**src/rtl/dsa_pkg.sv**
```systemverilog
package dsa_pkg;

  typedef enum logic [1:0] {
    SZ_B2  = 2'd0,
    SZ_B4  = 2'd1,
    SZ_B8  = 2'd2,
    SZ_B32 = 2'd3
  } size_e;

  typedef enum logic [1:0] {
    STEP_HOLD  = 2'd0,
    STEP_UP    = 2'd1,
    STEP_DOWN  = 2'd2,
    STEP_HOLD2 = 2'd3
  } step_mode_e;

  typedef enum logic [1:0] {
    SRC_KEEP = 2'd0,
    SRC_STEP = 2'd1,
    SRC_CPU  = 2'd2,
    SRC_EXT  = 2'd3
  } load_sel_e;

  localparam int NUM_SIZES = 4;
  localparam int LOW_W     = 5;

  function automatic int unsigned size_shift(input size_e s);
    case (s)
      SZ_B2:   return 1;
      SZ_B4:   return 2;
      SZ_B8:   return 3;
      default: return 5;
    endcase
  endfunction

endpackage

```
**src/rtl/dsa_align_chk.sv**
```systemverilog
module dsa_align_chk
  import dsa_pkg::*;
(
  input  logic [LOW_W-1:0] addr_low,
  input  logic [1:0]       size_code,
  output logic             misaligned
);

  logic [LOW_W-1:0] mask_tab [NUM_SIZES];

  for (genvar g = 0; g < NUM_SIZES; g++) begin : g_mask
    localparam int unsigned SH = size_shift(size_e'(g));
    assign mask_tab[g] = LOW_W'((32'd1 << SH) - 32'd1);
  end

  always_comb begin
    misaligned = |(addr_low & mask_tab[size_code]);
  end

endmodule

```
**src/rtl/dsa_step_calc.sv**
```systemverilog
module dsa_step_calc
  import dsa_pkg::*;
#(
  parameter int ADDR_W = 32
) (
  input  logic [ADDR_W-1:0] cur_addr,
  input  logic [1:0]        size_code,
  input  logic [1:0]        mode_code,
  output logic [ADDR_W-1:0] next_addr,
  output logic              moving
);

  logic [ADDR_W-1:0] step;
  step_mode_e        mode;

  always_comb begin
    mode = step_mode_e'(mode_code);
    step = ADDR_W'(1) << size_shift(size_e'(size_code));
    case (mode)
      STEP_UP: begin
        next_addr = cur_addr + step;
        moving    = 1'b1;
      end
      STEP_DOWN: begin
        next_addr = cur_addr - step;
        moving    = 1'b1;
      end
      default: begin
        next_addr = cur_addr;
        moving    = 1'b0;
      end
    endcase
  end

endmodule

```
**src/rtl/dsa_wr_arb.sv**
```systemverilog
module dsa_wr_arb
  import dsa_pkg::*;
#(
  parameter int ADDR_W = 32
) (
  input  logic              cpu_wr_en,
  input  logic [ADDR_W-1:0] cpu_wr_data,
  input  logic              hs_mode,
  input  logic              both_wr_ok,
  input  logic              ext_ld_en,
  input  logic [ADDR_W-1:0] ext_ld_word,
  input  logic              step_ok,
  input  logic [ADDR_W-1:0] step_addr,
  output load_sel_e         sel,
  output logic [ADDR_W-1:0] load_val
);

  logic cpu_ok;
  logic ext_ok;

  always_comb begin
    cpu_ok = cpu_wr_en && (!hs_mode || both_wr_ok);
    ext_ok = ext_ld_en && hs_mode;
    if (ext_ok) begin
      sel      = SRC_EXT;
      load_val = ext_ld_word;
    end else if (cpu_ok) begin
      sel      = SRC_CPU;
      load_val = cpu_wr_data;
    end else if (step_ok) begin
      sel      = SRC_STEP;
      load_val = step_addr;
    end else begin
      sel      = SRC_KEEP;
      load_val = step_addr;
    end
  end

endmodule

```
**src/rtl/dma_src_addr_ctr.sv**
```systemverilog
module dma_src_addr_ctr
  import dsa_pkg::*;
#(
  parameter int ADDR_W      = 32,
  parameter int SYNC_STAGES = 2
) (
  input  logic              clk,
  input  logic              rst_n,
  input  logic              cpu_wr_en,
  input  logic [ADDR_W-1:0] cpu_wr_data,
  input  logic              hs_mode,
  input  logic              both_wr_ok,
  input  logic              ext_ld_en,
  input  logic [ADDR_W-1:0] ext_ld_word,
  input  logic              ext_src_ack,
  input  logic [1:0]        xfer_size,
  input  logic [1:0]        addr_mode,
  input  logic              xfer_start,
  input  logic              beat_req,
  input  logic              beat_done,
  input  logic              err_clr,
  output logic [ADDR_W-1:0] src_addr,
  output logic              addr_err,
  output logic              halt
);

  // reset: asserted at once, released through a flop chain
  logic [SYNC_STAGES-1:0] rst_pipe;
  logic                   rst_int_n;

  always_ff @(posedge clk or negedge rst_n) begin
    if (!rst_n) rst_pipe <= '0;
    else        rst_pipe <= {rst_pipe[SYNC_STAGES-2:0], 1'b1};
  end
  assign rst_int_n = rst_pipe[SYNC_STAGES-1];

  logic [ADDR_W-1:0] addr_q;
  logic [ADDR_W-1:0] addr_d;
  logic              addr_en;
  logic              err_q;
  logic              err_d;
  logic              err_en;

  logic              check_now;
  logic              misaligned;
  logic              check_fail;
  logic [ADDR_W-1:0] step_addr;
  logic              moving;
  logic              step_ok;
  load_sel_e         sel;
  logic [ADDR_W-1:0] load_val;

  dsa_align_chk u_align (
    .addr_low  (addr_q[LOW_W-1:0]),
    .size_code (xfer_size),
    .misaligned(misaligned)
  );

  dsa_step_calc #(.ADDR_W(ADDR_W)) u_step (
    .cur_addr (addr_q),
    .size_code(xfer_size),
    .mode_code(addr_mode),
    .next_addr(step_addr),
    .moving   (moving)
  );

  dsa_wr_arb #(.ADDR_W(ADDR_W)) u_arb (
    .cpu_wr_en  (cpu_wr_en),
    .cpu_wr_data(cpu_wr_data),
    .hs_mode    (hs_mode),
    .both_wr_ok (both_wr_ok),
    .ext_ld_en  (ext_ld_en),
    .ext_ld_word(ext_ld_word),
    .step_ok    (step_ok),
    .step_addr  (step_addr),
    .sel        (sel),
    .load_val   (load_val)
  );

  // next-state logic
  always_comb begin
    check_now  = (xfer_start || beat_req) && !ext_src_ack;
    check_fail = check_now && misaligned;
    step_ok    = beat_done && !ext_src_ack && !err_q && !check_fail && moving;

    addr_en = (sel != SRC_KEEP);
    addr_d  = load_val;

    err_en = check_fail || err_clr;
    err_d  = check_fail;
  end

  // address register: no reset, value kept until loaded
  always_ff @(posedge clk) begin
    if (addr_en) addr_q <= addr_d;
  end

  always_ff @(posedge clk or negedge rst_int_n) begin
    if (!rst_int_n)  err_q <= 1'b0;
    else if (err_en) err_q <= err_d;
  end

  assign src_addr = addr_q;
  assign addr_err = err_q;
  assign halt     = err_q;

endmodule

```
**config.mk**
```make
export PLATFORM = sky130hd
export DESIGN_NAME = dma_src_addr_ctr
export DESIGN_NICKNAME = d
export VERILOG_FILES = /design/src/rtl/dsa_pkg.sv /design/src/rtl/dsa_align_chk.sv /design/src/rtl/dsa_step_calc.sv /design/src/rtl/dsa_wr_arb.sv /design/src/rtl/dma_src_addr_ctr.sv
export SDC_FILE = /design/constraint.sdc
export NUM_CORES = 1
export LEC_CHECK = 0
export ABC_AREA = 1
export BUFFER_PORTS_ARGS = -buffer_cell sky130_fd_sc_hd__clkbuf_2
export CAP_MARGIN = 40
export CORE_MARGIN = 2
export CORE_UTILIZATION = 55
export DETAILED_ROUTE_END_ITERATION = 7
export PLACE_DENSITY = 0.83
export SETUP_SLACK_MARGIN = 0.05
export SYNTH_ARGS = -nofsm -noshare
export SYNTH_HDL_FRONTEND = slang
export SYNTH_SLANG_ARGS = --single-unit
```
**constraint.sdc**
```tcl
create_clock -name clk -period 1.2 [get_ports clk]
set_input_delay 0.24 -clock clk [delete_from_list [all_inputs] [get_ports clk]]
set_output_delay 0.24 -clock clk [all_outputs]
set_load 0.1 [all_outputs]
```
==> results.txt, run 1 <==
* Clock sink count: 35
- The first global-routing pass estimated approximately 43000 µm of wire.
- Top cells by area in the synthesized netlist: nand2_1 (25%), edfxtp_1 (22%), ha_1 (11%)
- No sink is reached through more buffers than the 2 on the longest clock path.
- Placed Cells: 1042
- Synth async-reset ratio: 8.57%
- Number of core rows: 32
- Library cell with the highest instance count after synthesis: nand2_1
- Top cell types by occurrence after synthesis: nand2_1 (289), inv_1 (121), nor2_1 (85), nand3_1 (43), ha_1 (39)
* Distinct cell type count after synthesis: 30
* Mean cell area of the mapped netlist: 5.89 µm²
- After global routing the overflow that remains totals 2.
* Yosys warnings: 0
* Starting density of the core: a little under three fifths
- The congestion estimate from routability-driven global placement came to 1.12.
* TritonCTS Buffers: 5
- Stage at which the flow ended: 5_1_grt
* Number of placed I/O pins: roughly 110
- Mapped Area: 0.00438 mm²
* Maximum number of pins on one net before global-route repair: 29
- Worst-case setup slack after placement: -1470 ps
- The flow did not finish.
* Total routing usage reported by global routing: 64.5%
- Post-synth EDFFs: 32
* Mapped Cells: 744
- Post-synthesis register bit count: 35
- During placement, the flow inserted port buffers numbering 112.
- From left edge to right edge, the die measures 93.3 µm.
- Top cell type's share of synthesized area: 24.7%
- In this run the number of H-tree levels came out at 2.
- After synthesis, flip-flops and latches occupy around a quarter of the total area.
- The number of global-route vias before repair was 8082.
* Final HPWL DP: 12700 µm
- Area leader, netlist: nand2_1
* Number of nets produced by synthesis: 863
- For this run, the leading register cell type out of synthesis is edfxtp_1.
- Buffer type at the clock tree root: clkbuf_8
- Stop Error: [ERROR GRT-0116] Global routing finished with congestion. Check the congestion regions in the DRC Viewer.
- Vert. Die Dim: 93.3 µm
[per-layer routing]
metal	GRT usage (%)	overflow
met1	61.8	0
met2	89.8	0
met3	40.9	0
met4	66.1	2
met5	8.33	0
[through the flow]
step / cell area [µm²] / util (%)
4_1_cts: 7450 / 96.4
3_5_place_dp: 6790 / 87.9
3_3_place_gp: 6790 / 87.9
2_1_floorplan: 4830 / -
[cells by family after synthesis]
group | synth area share (%)
AOI/OAI and AO/OA | 8.02
other | 0.0855
adders and majority gates | 11.6
and+or+nand+nor | 40.8
xor gates and xnor gates | 3.40
DFF | 23.6
buffers and inverters | 12.5
[timing repair]
item,4_1_cts
setup endpoints to repair,99
cloned,1
gates resized for setup,128
buffers inserted,22
pin swaps,41
endpoints found under the hold margin,2
hold buffers,1
==> run 2: changes to the inputs <==
--- a/config.mk
+++ b/config.mk
@@ -9,10 +9,9 @@
 export BUFFER_PORTS_ARGS = -buffer_cell sky130_fd_sc_hd__clkbuf_2
 export CAP_MARGIN = 40
 export CORE_MARGIN = 2
-export CORE_UTILIZATION = 55
+export CORE_UTILIZATION = 40
 export DETAILED_ROUTE_END_ITERATION = 7
-export PLACE_DENSITY = 0.83
-export SETUP_SLACK_MARGIN = 0.05
+export PLACE_DENSITY_LB_ADDON = 0.15
 export SYNTH_ARGS = -nofsm -noshare
 export SYNTH_HDL_FRONTEND = slang
 export SYNTH_SLANG_ARGS = --single-unit
==> results.txt, run 2 <==
- Number of placed I/O pins: 113
* Fin. max-slew vios: 0
* Critical path's slowest cell: fa_2
- Cell internal power was estimated by the tool at 0.00523 W.
- Counting flops and latches in the post-synthesis netlist gives 35.
- The final critical path takes up 186% of the cycle.
- Most instantiated flip-flop cell in the synthesis netlist: edfxtp_1
* Distinct cell type count after synthesis: 30
- Arrival time of the worst setup path: between 2000 and 2500 ps
* Clock slew seen by the registers of the worst setup and hold paths: 90 ps
- The critical path in this run is classified as in2reg.
- Worst Clk Skew: ~8.3 ps
- The worst setup path is launched from an input port.
* Summed negative setup slack over all endpoints: -50680 ps
- Mean cell area of the mapped netlist: 5.89 µm²
- Remaining design rule violation count: 0
* Cell class contributing the biggest share of worst-path delay: simple AND/OR/NAND/NOR gates
* Mapped Cells: about 740
- Sequential share of power: 18.1%
* Via-to-Cell Ratio: 4.93
- Top cells by area in the synthesized netlist: nand2_1 (25%), edfxtp_1 (22%), ha_1 (11%)
* Maximum level of the CTS H-tree: 2
* Initial antenna violation count: 0
* PnR Total Power: 0.0103 W
* Final cell count without fillers: 1118
- In the layout the commonest cells are nand2_1 (235), inv_1 (110), clkbuf_2 (76), buf_4 (76), nor2_1 (67).
- Derived from the worst setup path, the maximum achievable clock frequency is 449 MHz.
- Power spread over the standard cell area amounts to around 1300 mW/mm².
- Counting both buffers and inverters, the worst setup path holds a total of 4.
- Top cell types by occurrence after synthesis: nand2_1 (289), inv_1 (121), nor2_1 (85), nand3_1 (43), ha_1 (39)
- Yosys instantiated no cell more often than nand2_1.
- Wire length of the first global-routing pass: ~26000 µm
- Overall routed net length: 17300 µm
- Buffers from clock root to sink, at most: 2
- The number of global-route vias before repair came to 5325.
- Dividing the detail-routed wire length by the instance count gives 15.4 µm.
- Including well taps, the total number of placed cells is 1089.
- Min-delay worst type: reg2async
* Post-layout nets: ~1100
- The final route contains approximately 5500 vias.
- Counting every net in the synthesized netlist gives roughly 860.
- Pre-Repair DR Iteration Count: 5
- The flow ran to the end, but the final reports show violations.
- WHS: roughly 6.3 ps
* Maximum number of pins on one net before global-route repair: 25
- The largest total area in the synthesized netlist belongs to nand2_1.
* Clock latency at the later pin of the worst-skew pair: roughly 320 ps
- Full die area: 0.0118 mm²
- Peak VDD IR: 823 µV
- Post-synth EDFFs: 32
- At the end of routability-driven placement, the weighted congestion stood at 0.862.
- Cell Chain, Critical Path: buf_6, buf_6, ha_4, nor3_4, buf_6, ha_4, inv_4, fa_2, nand3_2, nand3_4, nand2_4, nand2_4, nand2_1, nand2_1, xor2_1, o21ai_1, nand2_1
- CTS tree: built
- Crit path capture type: flop
- The library cell used most frequently in the layout, excluding fill and tap cells, is nand2_1.
- After global routing the overflow that remains totals 0.
- In the final layout, the share of cells above drive strength 1 is approximately 45%.
* Synth async-reset ratio: between 8 and 9%
- Final count of hold timing violations: 0
* Number of buffers inserted by port buffering: 112
- The tool flagged a number of max-cap violations equal to 0.
- Setup repair after global routing missed its margin: true
* Failing checks: negative setup slack
- In this run switching power makes up between 40% and 50% of total power.
- Antenna viol nets, final: 0
- Area growth syn-to-layout: 82.0%
- Sequential elements use 23.6% of the synthesized area.
- Summed over all nets, the half-perimeter wirelength after detailed placement is roughly 13000 µm.
* Top cell type's share of synthesized area: between 20% and 30%
- Relative contribution of the clock network to total power: 9.3%
* Combinational cell fraction of total power: between 70% and 80%
* Clock sink count: 35
* Final setup violation count: slightly below 100
- Of all nets on the critical path, the largest fanout is 4.
- Global routing used 28.0% of the available tracks across all layers.
- The core region is about 0.011 mm².
- Post-route standard cell area excluding fillers: 0.00798 mm²
- PnR worst setup slack: -1030 ps
- From bottom edge to top edge, the die measures 109 µm.
* Width of the die: 109 µm
- On the worst path, the slowest cell contributes a delay of 390 ps.
- For this run, the number of Yosys warnings is 0.
- The register with the most flip-flops in the layout has 32 of them.
- Data on the critical path is required at its endpoint by 1290 ps.
- Switch Pwr: 0.00507 W
* Crit path time final: 2230 ps
* Starting density of the core: 40.8%
- In this run the cell area measured after placement is 0.00693 mm².
- For this design the static power due to leakage is 4.12 nW.
- The tree is rooted in a clkbuf_8.
- After floorplanning, the core was divided into 38 placement rows.
- Mapped Area: around 0.0044 mm²
- In this run, the number of DRC markers left after iteration 0 of detailed routing was 301.
- Antenna diode instance count: 0
* TritonCTS Buffers: 5
==> run 2: stage by stage <==
| step | setup WS, ps | util [%] |
|---|---|---|
| 6_report | -1030 | 74.3 |
| 5_1_grt | -1160 | 74.3 |
| 4_1_cts | -924 | 70.1 |
| 3_5_place_dp | -1460 | 64.5 |
| 3_3_place_gp | -1390 | 64.5 |
| 2_1_floorplan | -1270 | - |
==> run 2: area by class of cell <==
| cell class | count | area (µm²) |
|---|---|---|
| multi-input combinational | 566 | 3840 |
| clock buffer | 6 | 72.6 |
| sequential | 35 | 1040 |
| inverter | 130 | 495 |
| fill | 849 | 2760 |
| timing repair buffer | 239 | 2350 |
| tap | 140 | 175 |
| clock inverter | 2 | 12.5 |
==> run 2: timing repair <==
action	4_1_cts	5_1_grt
gates resized for setup	115	96
hold endpoints to repair	2	0
hold buffers	1	0
setup buffers	18	26
setup endpoints to repair	98	99
pin swaps	29	36
gates cloned	0	2
==> run 2: worst paths after layout <==
kind                                endpoint          from  slack, ps  depth (start not counted)
max in group asynchronous        rst_pipe[0]         rst_n        860                          2
worst min register to register      addr_err   rst_pipe[1]          6                          0
worst max register to register  src_addr[16]   src_addr[0]       -970                         13
min in group clk                    addr_err       err_clr         80                          2
worst max-delay path            src_addr[16]  xfer_size[1]      -1030                         17
worst min-delay path                addr_err   rst_pipe[1]          6                          0
==> run 2: kinds of logic after synthesis <==
kind of cell | Yosys count | share of synthesized area [%]
AOI/OAI and AO/OA | 66 | 8.02
adders and majority gates | 40 | 11.6
buffers and inverters | 143 | 12.5
other | 1 | 0.0855
DFF | 35 | 23.6
and+or+nand+nor | 442 | 40.8
xor gates and xnor gates | 17 | 3.40
==> run 2: power by group through the flow <==
stage                     logic [W]  registers, W  clock network, W
after floorplan             0.00249       0.00321                 0
after global placement      0.00634       0.00185                 0
after detailed placement    0.00641       0.00185                 0
after CTS                   0.00692       0.00185          0.000986
after global routing        0.00795       0.00188           0.00103
final                       0.00747       0.00186          0.000960
==> run 2: routing by layer <==
layer / vias to the layer above / wire length (µm) / GRT usage (%)
met3: 37 / 1120 / 4.72
met2: 209 / 8210 / 47.5
met4: 0 / 500 / 6.04
li1: 2769 / - / -
met1: 2494 / 7440 / 37.4
met5: - / 0 / 0
==> run 2: worst reg2reg max path, delay by kind of cell (launching register included) <==
| family | cells | cell delay [ps] |
|---|---|---|
| AOI/OAI and AO/OA | 1 | 130 |
| DFF | 1 | 430 |
| and+or+nand+nor | 7 | 530 |
| xor gates and xnor gates | 1 | 160 |
| adders and majority gates | 2 | 540 |
| buffers and inverters | 2 | 150 |
No activity file was read; power rests on OpenSTA's default activity.
